### src/rtl/conv_readout_master.sv
module conv_readout_master #(
  parameter int DIV_W   = 4,
  parameter int PULSE_W = 4,
  parameter int TMO_CYC = 1024
) (
  input  logic               clk,
  input  logic               rst_n,
  input  logic               trig,
  input  logic [DIV_W-1:0]   cfg_div,
  input  logic [PULSE_W-1:0] cfg_pulse,
  input  logic               cfg_wide,
  input  logic               cfg_single,
  input  logic               cfg_word16,
  input  logic               busy,
  input  logic               dina,
  input  logic               dinb,
  output logic               cnv_n,
  output logic               cs_n,
  output logic               sclk,
  output logic [13:0]        res_a,
  output logic [13:0]        res_b,
  output logic               done,
  output logic               timeout
);

  localparam int RES_W   = 14;
  localparam int SHORT_W = 12;
  localparam int WORD_W  = 16;
  localparam int CNT_W   = $clog2(2 * RES_W + 1);
  localparam int TMO_W   = $clog2(TMO_CYC + 1);

  typedef enum logic [1:0] {S_IDLE, S_CNV, S_WAIT, S_READ} state_t;

  state_t             state;
  logic [DIV_W-1:0]   div_q, hc;
  logic [PULSE_W-1:0] plen_q, pcnt;
  logic               wide_q, single_q, w16_q;
  logic [TMO_W-1:0]   tmo;
  logic               seen_hi;
  logic [CNT_W-1:0]   edges;
  logic [RES_W-1:0]   sha, shb;

  wire [CNT_W-1:0] w_bits = wide_q ? CNT_W'(RES_W) : CNT_W'(SHORT_W);
  wire [CNT_W-1:0] n_clk  = single_q ? CNT_W'(RES_W) + w_bits
                                     : (w16_q ? CNT_W'(WORD_W) : w_bits);
  wire             half_done = (hc == div_q);
  wire             take_a    = (edges < w_bits);
  wire             take_b    = single_q ? (edges >= CNT_W'(RES_W)) : take_a;
  wire             b_src     = single_q ? dina : dinb;

  always_ff @(posedge clk) begin
    if (!rst_n) begin
      state    <= S_IDLE;
      div_q    <= '0;
      hc       <= '0;
      plen_q   <= PULSE_W'(1);
      pcnt     <= '0;
      wide_q   <= 1'b0;
      single_q <= 1'b0;
      w16_q    <= 1'b0;
      tmo      <= '0;
      seen_hi  <= 1'b0;
      edges    <= '0;
      sha      <= '0;
      shb      <= '0;
      cnv_n    <= 1'b1;
      cs_n     <= 1'b1;
      sclk     <= 1'b1;
      res_a    <= '0;
      res_b    <= '0;
      done     <= 1'b0;
      timeout  <= 1'b0;
    end else begin
      done    <= 1'b0;
      timeout <= 1'b0;
      case (state)
        S_IDLE: begin
          if (trig) begin
            div_q    <= cfg_div;
            plen_q   <= (cfg_pulse == '0) ? PULSE_W'(1) : cfg_pulse;
            wide_q   <= cfg_wide;
            single_q <= cfg_single;
            w16_q    <= cfg_word16;
            pcnt     <= '0;
            cnv_n    <= 1'b0;
            state    <= S_CNV;
          end
        end
        S_CNV: begin
          if (pcnt == plen_q - PULSE_W'(1)) begin
            cnv_n   <= 1'b1;
            tmo     <= '0;
            seen_hi <= 1'b0;
            state   <= S_WAIT;
          end else begin
            pcnt <= pcnt + PULSE_W'(1);
          end
        end
        S_WAIT: begin
          if (seen_hi && !busy) begin
            cs_n  <= 1'b0;
            sclk  <= 1'b1;
            hc    <= '0;
            edges <= '0;
            sha   <= '0;
            shb   <= '0;
            state <= S_READ;
          end else if (tmo == TMO_W'(TMO_CYC - 1)) begin
            timeout <= 1'b1;
            state   <= S_IDLE;
          end else begin
            tmo <= tmo + TMO_W'(1);
            if (busy) seen_hi <= 1'b1;
          end
        end
        S_READ: begin
          if (!half_done) begin
            hc <= hc + DIV_W'(1);
          end else begin
            hc <= '0;
            if (sclk) begin
              if (edges == n_clk) begin
                cs_n  <= 1'b1;
                done  <= 1'b1;
                res_a <= sha;
                res_b <= shb;
                state <= S_IDLE;
              end else begin
                sclk <= 1'b0;
              end
            end else begin
              sclk  <= 1'b1;
              edges <= edges + CNT_W'(1);
              if (take_a) sha <= {sha[RES_W-2:0], dina};
              if (take_b) shb <= {shb[RES_W-2:0], b_src};
            end
          end
        end
        default: state <= S_IDLE;
      endcase
    end
  end

  logic             sclk_d;
  logic [CNT_W-1:0] chk_rises;

  always_ff @(posedge clk) begin
    if (!rst_n) begin
      sclk_d    <= 1'b1;
      chk_rises <= '0;
    end else begin
      sclk_d <= sclk;
      if (cs_n)
        chk_rises <= '0;
      else if (sclk && !sclk_d)
        chk_rises <= chk_rises + CNT_W'(1);
    end
  end

  a_r2_cnv_from_idle: assert property (@(posedge clk) disable iff (!rst_n)
    $fell(cnv_n) |-> ($past(trig) && $past(state == S_IDLE)));

  a_r8_no_restart: assert property (@(posedge clk) disable iff (!rst_n)
    (trig && state != S_IDLE) |=> !$fell(cnv_n));

  a_r3_no_overlap: assert property (@(posedge clk) disable iff (!rst_n)
    !cnv_n |-> cs_n);

  a_r3_after_busy_low: assert property (@(posedge clk) disable iff (!rst_n)
    $fell(cs_n) |-> !$past(busy));

  a_r4_sclk_in_frame: assert property (@(posedge clk) disable iff (!rst_n)
    !sclk |-> !cs_n);

  a_r4_frame_opens_high: assert property (@(posedge clk) disable iff (!rst_n)
    $fell(cs_n) |-> sclk);

  a_r5_clock_count: assert property (@(posedge clk) disable iff (!rst_n)
    $rose(cs_n) |-> (chk_rises == n_clk));

  a_r7_done_at_end: assert property (@(posedge clk) disable iff (!rst_n)
    $rose(cs_n) |-> done);

  a_r7_done_single: assert property (@(posedge clk) disable iff (!rst_n)
    done |=> !done);

  a_r9_timeout_clean: assert property (@(posedge clk) disable iff (!rst_n)
    timeout |-> (cs_n && !done));

endmodule

### config.mk
export PLATFORM = sky130hd
export DESIGN_NAME = conv_readout_master
export DESIGN_NICKNAME = d
export VERILOG_FILES = /design/src/rtl/conv_readout_master.sv
export SDC_FILE = /design/constraint.sdc
export NUM_CORES = 1
export LEC_CHECK = 0
export BUFFER_PORTS_ARGS = -buffer_cell sky130_fd_sc_hd__clkbuf_2
export CORE_UTILIZATION = 50
export CTS_BUF_LIST = sky130_fd_sc_hd__clkbuf_4 sky130_fd_sc_hd__clkbuf_8
export CTS_CLUSTER_SIZE = 10
export DETAILED_ROUTE_END_ITERATION = 12
export PLACE_DENSITY = 0.69
export RECOVER_POWER = 25
export SYNTH_ARGS = -nofsm -noshare
export SYNTH_HDL_FRONTEND = slang
export SYNTH_SLANG_ARGS = --single-unit
### constraint.sdc
create_clock -name clk -period 4.2 [get_ports clk]
set_input_delay 0.42 -clock clk [delete_from_list [all_inputs] [get_ports clk]]
set_output_delay 0.42 -clock clk [all_outputs]
set_load 0.005 [all_outputs]
Yosys cells after proc, flatten, opt, wreduce, memory -nomap -nowiden
Cells that the tools add are included.

storage, ports and cells
  register bits after elaboration = 99
  bits of input ports = 17

operators by class
  reduce and logical (&&, ||, !) cells = 22
  $add $sub $neg = 6
  multiplexer cells = 56
  bitwise gates (word level) = 2
  eq/ne operators = 21
  order comparisons = 2

operators by type and width
  operator                                                           count
  14-bit two-way mux                                                 7
  14-bit one-hot mux with 2 select lines                             2
  11-bit two-way mux                                                 3
  2-bit != test, second input constant                               13
  5-bit two-way mux                                                  5
  11-bit one-hot mux with 2 select lines                             1
  4-bit two-way mux                                                  5
  5-bit AND reduction                                                4
  1-bit two-way mux                                                  17
  2-bit two-way mux                                                  8
  4-bit one-hot mux with 2 select lines                              2
  4-bit AND reduction                                                4
  11-bit by 1-bit adder with 11-bit output, second input constant    1
  11-bit by 10-bit == test with 1-bit output, second input constant  1
  5-bit one-hot mux with 2 select lines                              1
  3-bit AND reduction                                                3
  4-bit by 1-bit adder with 4-bit output, second input constant      2
  4-bit == test                                                      2
  1-bit one-hot mux with 2 select lines                              4
  2-bit one-hot mux with 4 select lines                              1
  6-bit AND reduction                                                1
  2-bit nonzero test                                                 3
  4-bit by 4-bit adder with 5-bit output, first input constant       1
  5-bit by 1-bit adder with 5-bit output, second input constant      1
  other kinds (14)                                                   17

Longest topological paths before layout
  word-level depth = 8
  gate-level depth with buffers = 8

Least setup slack after synthesis
Ideal clock, no wire load.

  path type = register to register
  start = register plen_q[0]
  end = register tmo[10]
  stages on the path, launching flop included = 9
  period minus slack after synthesis = 1881 ps
  buffers on the path = 1
  path slack = 2319 ps
  arrival time = 1762 ps
  library setup time = 119 ps
  cell sequence = dfxtp_1 inv_1 ha_1 xnor2_1 nor2_1 inv_1 o31ai_1 buf_2 nor2_1

between the ends
  cells in the longest elaborated chain, start to end = 4

ends and longest elaborated chain
  item                                         RTL line  RTL
  from (decl)                                  36        logic [PULSE_W-1:0] plen_q, pcnt;
  from (signal assigned)                       80        plen_q <= (cfg_pulse == '0) ? PULSE_W'(1) : cfg_pulse;
  4-bit by 1-bit subtractor with 4-bit output  90        if (pcnt == plen_q - PULSE_W'(1)) begin
  4-bit == test                                90
  2-bit != test (no source line)               --
  4-bit AND reduction (no source line)         --
  to (signal assigned)                         112       tmo <= tmo + TMO_W'(1);
  to (decl)                                    38        logic [TMO_W-1:0] tmo;

Every way passes these cells.
A chain may end at the register's enable or synchronous reset.

Final worst setup path
  start = register tmo[0]
  end = register state[0]

between the ends
  cells in the longest elaborated chain, start to end = 3

ends and longest elaborated chain
  item                                        RTL line  RTL
  11-bit by 10-bit == test with 1-bit output  108       end else if (tmo == TMO_W'(TMO_CYC - 1)) begin
  3-bit != test (no source line)              --
  6-bit AND reduction (no source line)        --
  to (signal assigned)                        107       state <= S_READ;
  to (signal assigned)                        110       state <= S_IDLE;
  to (signal assigned)                        127       state <= S_IDLE;
  to (decl)                                   34        state_t state;

Every way passes these cells.

==> results.txt <==
status - completed
CP startpoint kind - register
HP Start - cfg_wide
P_leak - 1.68 nW
Worst EP required - 4.46 ns
Syn Inst Count - 458
layout cell share with drive strength beyond 1 - 9.51%
DRC - 0
period utilization - 58.4%
Post-synth EDFFs - 0
IO Port Bufs - 49
worst reg2reg startpoint - tmo[0]
routed via count - 3308
via/cell ratio - 5.52
VDD IR max - 213 µV
post-synthesis average cell area - 9.58 µm²
CP max stage cell - nor4_1
RR Endpoint - state[0]
crit path capture type - register
DP Wirelength - 5.53 mm
Hold Worst Slack - 0.276 ns
FMAX - 408 MHz
skew final - 0.0118 ns
H-tree depth - 3
Hold Crit Class - input port to register
Routed Antenna Nets - 0
Synth async-reset ratio - 0%
Overflow after GRT - 0
hold_buf cts - 0
fin. max-slew vios - 0
Root Driver - clkbuf_8
hold violation count in the final report - 0
Layout area overhead - 8.75%
Synth cell types - 54
Worst-Skew Late Latency - 0.37 ns
routability cong. - 0.811
Total GRT Usage - 19.2%
clock edge transition at the registers on the reported setup and hold paths - 0.10 ns
Seq/Total Area, Yosys - 45.2%
MaxCap Viol Count - 0
CP Cell Sequence - ha_1, nand2_1, nor4_1, buf_4, or2_2, o2111ai_1, o211a_1
vias in the first global route - 2967
Register-to-Register Path Depth - 7
syn nets - 480
setup total negative slack - 0 ns
die footprint - 9160 µm²
R2R Setup Slk - 1.75 ns
die extent in y - 95.7 µm
routed len/inst - 13.8 µm
Post-synth top flop - dfxtp_1
largest net degree at the start of global routing - 72
commonest non-fill, non-tap cell in the layout - dfxtp_1
Synth warnings - 0
Slew Limit Headroom - 33.6%
DRT Pass-1 Iters - 4
most frequent cells in the layout - dfxtp_1, nand2_1, mux2i_1, nor2b_1, clkbuf_1
Core Box Area - 8340 µm²
Worst-Margin Slew - 0.987 ns
top-level I/O count - 50
postcts setup bufs - 0
Final Power - 0.00215 W
Total Wirelength - 8.25 mm
initial core utilization - 52.6%
first-pass GRT wire length - 13.6 mm
Num CTS Buffers - 9
CP bufs+invs - 1
Worst Hold Depth - 3
Period minus WS final - 2.45 ns
Die X - 95.7 µm
final core occ - 57.2%
Synth Cell Area - 4390 µm²
kind of critical path - register to register
pwr/cell area - 451 nW/µm²
Final nets - 511
RSZ-0062 raised after global routing - false
delay-heaviest family, CP - simple AND/OR/NAND/NOR gates
antenna violations before repair - 0
number of DRC markers in iteration 0 - 119
Rows - 33
CTS Buffer Depth - 2
CP arrival - 2.72 ns
largest fanout on the critical path - 7
CTS tree - built
WHS Endpoint - wide_q
n_diodes - 0
number of synthesized register bits - 99
CP peak stage delay - 0.83 ns
clock sinks - 99
# resized after CTS - 0
endpoints failing setup - 0
## cells in the mapped netlist (7+ instances only)
cell type / count / area (µm²)
a32o_1: 14 / 140
xnor2_1: 18 / 158
a21oi_1: 9 / 45.0
mux2i_1: 45 / 450
clkbuf_1: 18 / 67.6
o21ai_0: 10 / 50.1
buf_2: 9 / 45.0
inv_1: 7 / 26.3
dfxtp_1: 99 / 1980
o31ai_1: 7 / 52.6
nor2b_1: 29 / 181
a21boi_0: 13 / 97.6
nor2_1: 21 / 78.8
nand2_1: 50 / 188
nand3_1: 26 / 130
## tightest hold or removal path, delay by kind of cell
family,cells,cell delay (ns)
AO/OA/AOI/OAI,1,0.06
AND/OR/NAND/NOR,1,0.04
buffers and inverters,1,0.08
## worst max path at each step
stage              start       end  slack (ns)  depth (start not counted)
2_1_floorplan  plen_q[0]   tmo[10]        2.32                          8
3_3_place_gp        busy   shb[11]        1.84                          5
3_5_place_dp    edges[3]  res_a[7]        1.78                          5
4_1_cts           tmo[0]  state[0]        1.77                          7
5_1_grt           tmo[0]  state[0]        1.53                          7
6_report          tmo[0]  state[0]        1.75                          7
## layout make-up
class	count	area [µm²]
Tap cell	105	131
Fill cell	777	3570
Clock buffer	10	138
Sequential cell	99	1980
Inverter	7	26.3
Timing Repair Buffer	52	233
Clock inverter	6	76.3
Multi-Input combinational cell	320	2190
## per-layer routing
layer / GRT usage [%] / routed length [µm] / vias to the layer above
met5: 0 / 0 / -
met4: 9.08 / 146 / 0
met3: 3.95 / 317 / 12
met2: 30.7 / 3780 / 59
met1: 24.8 / 4010 / 1544
li1: - / - / 1693
## flip-flops by register name, indices dropped and copies added, names as in the netlist, 2 cells and up
| signal | count |
|---|---|
| pcnt | 4 |
| shb | 14 |
| plen_q | 4 |
| sha | 14 |
| edges | 5 |
| div_q | 4 |
| tmo | 11 |
| res_a | 14 |
| res_b | 14 |
| state | 2 |
| hc | 4 |
## where the power goes
group	switching (W)	internal [W]	total (W)
combinational	0.000276	0.000164	0.000439
clock	0.000351	0.000305	0.000656
sequential	0.0000672	0.000990	0.00106
## stage by stage
step	instances	instance area [µm²]	setup WS [ns]
finish	599	4770	1.75
global route	599	4770	1.53
CTS	599	4810	1.77
detailed placement	583	4590	1.78
global placement	583	4590	1.84
floorplan	458	4390	2.32
## kinds of logic after synthesis
| kind of cell | synth area share [%] |
|---|---|
| AND/OR/NAND/NOR | 20.8 |
| flip-flops | 45.2 |
| AO/OA/AOI/OAI | 12.8 |
| multiplexers | 10.5 |
| buffers and inverters | 5.05 |
| XOR/XNOR | 4.19 |
| adder cells (fa/ha/maj) | 1.43 |
No activity file was read; power rests on OpenSTA's default activity.
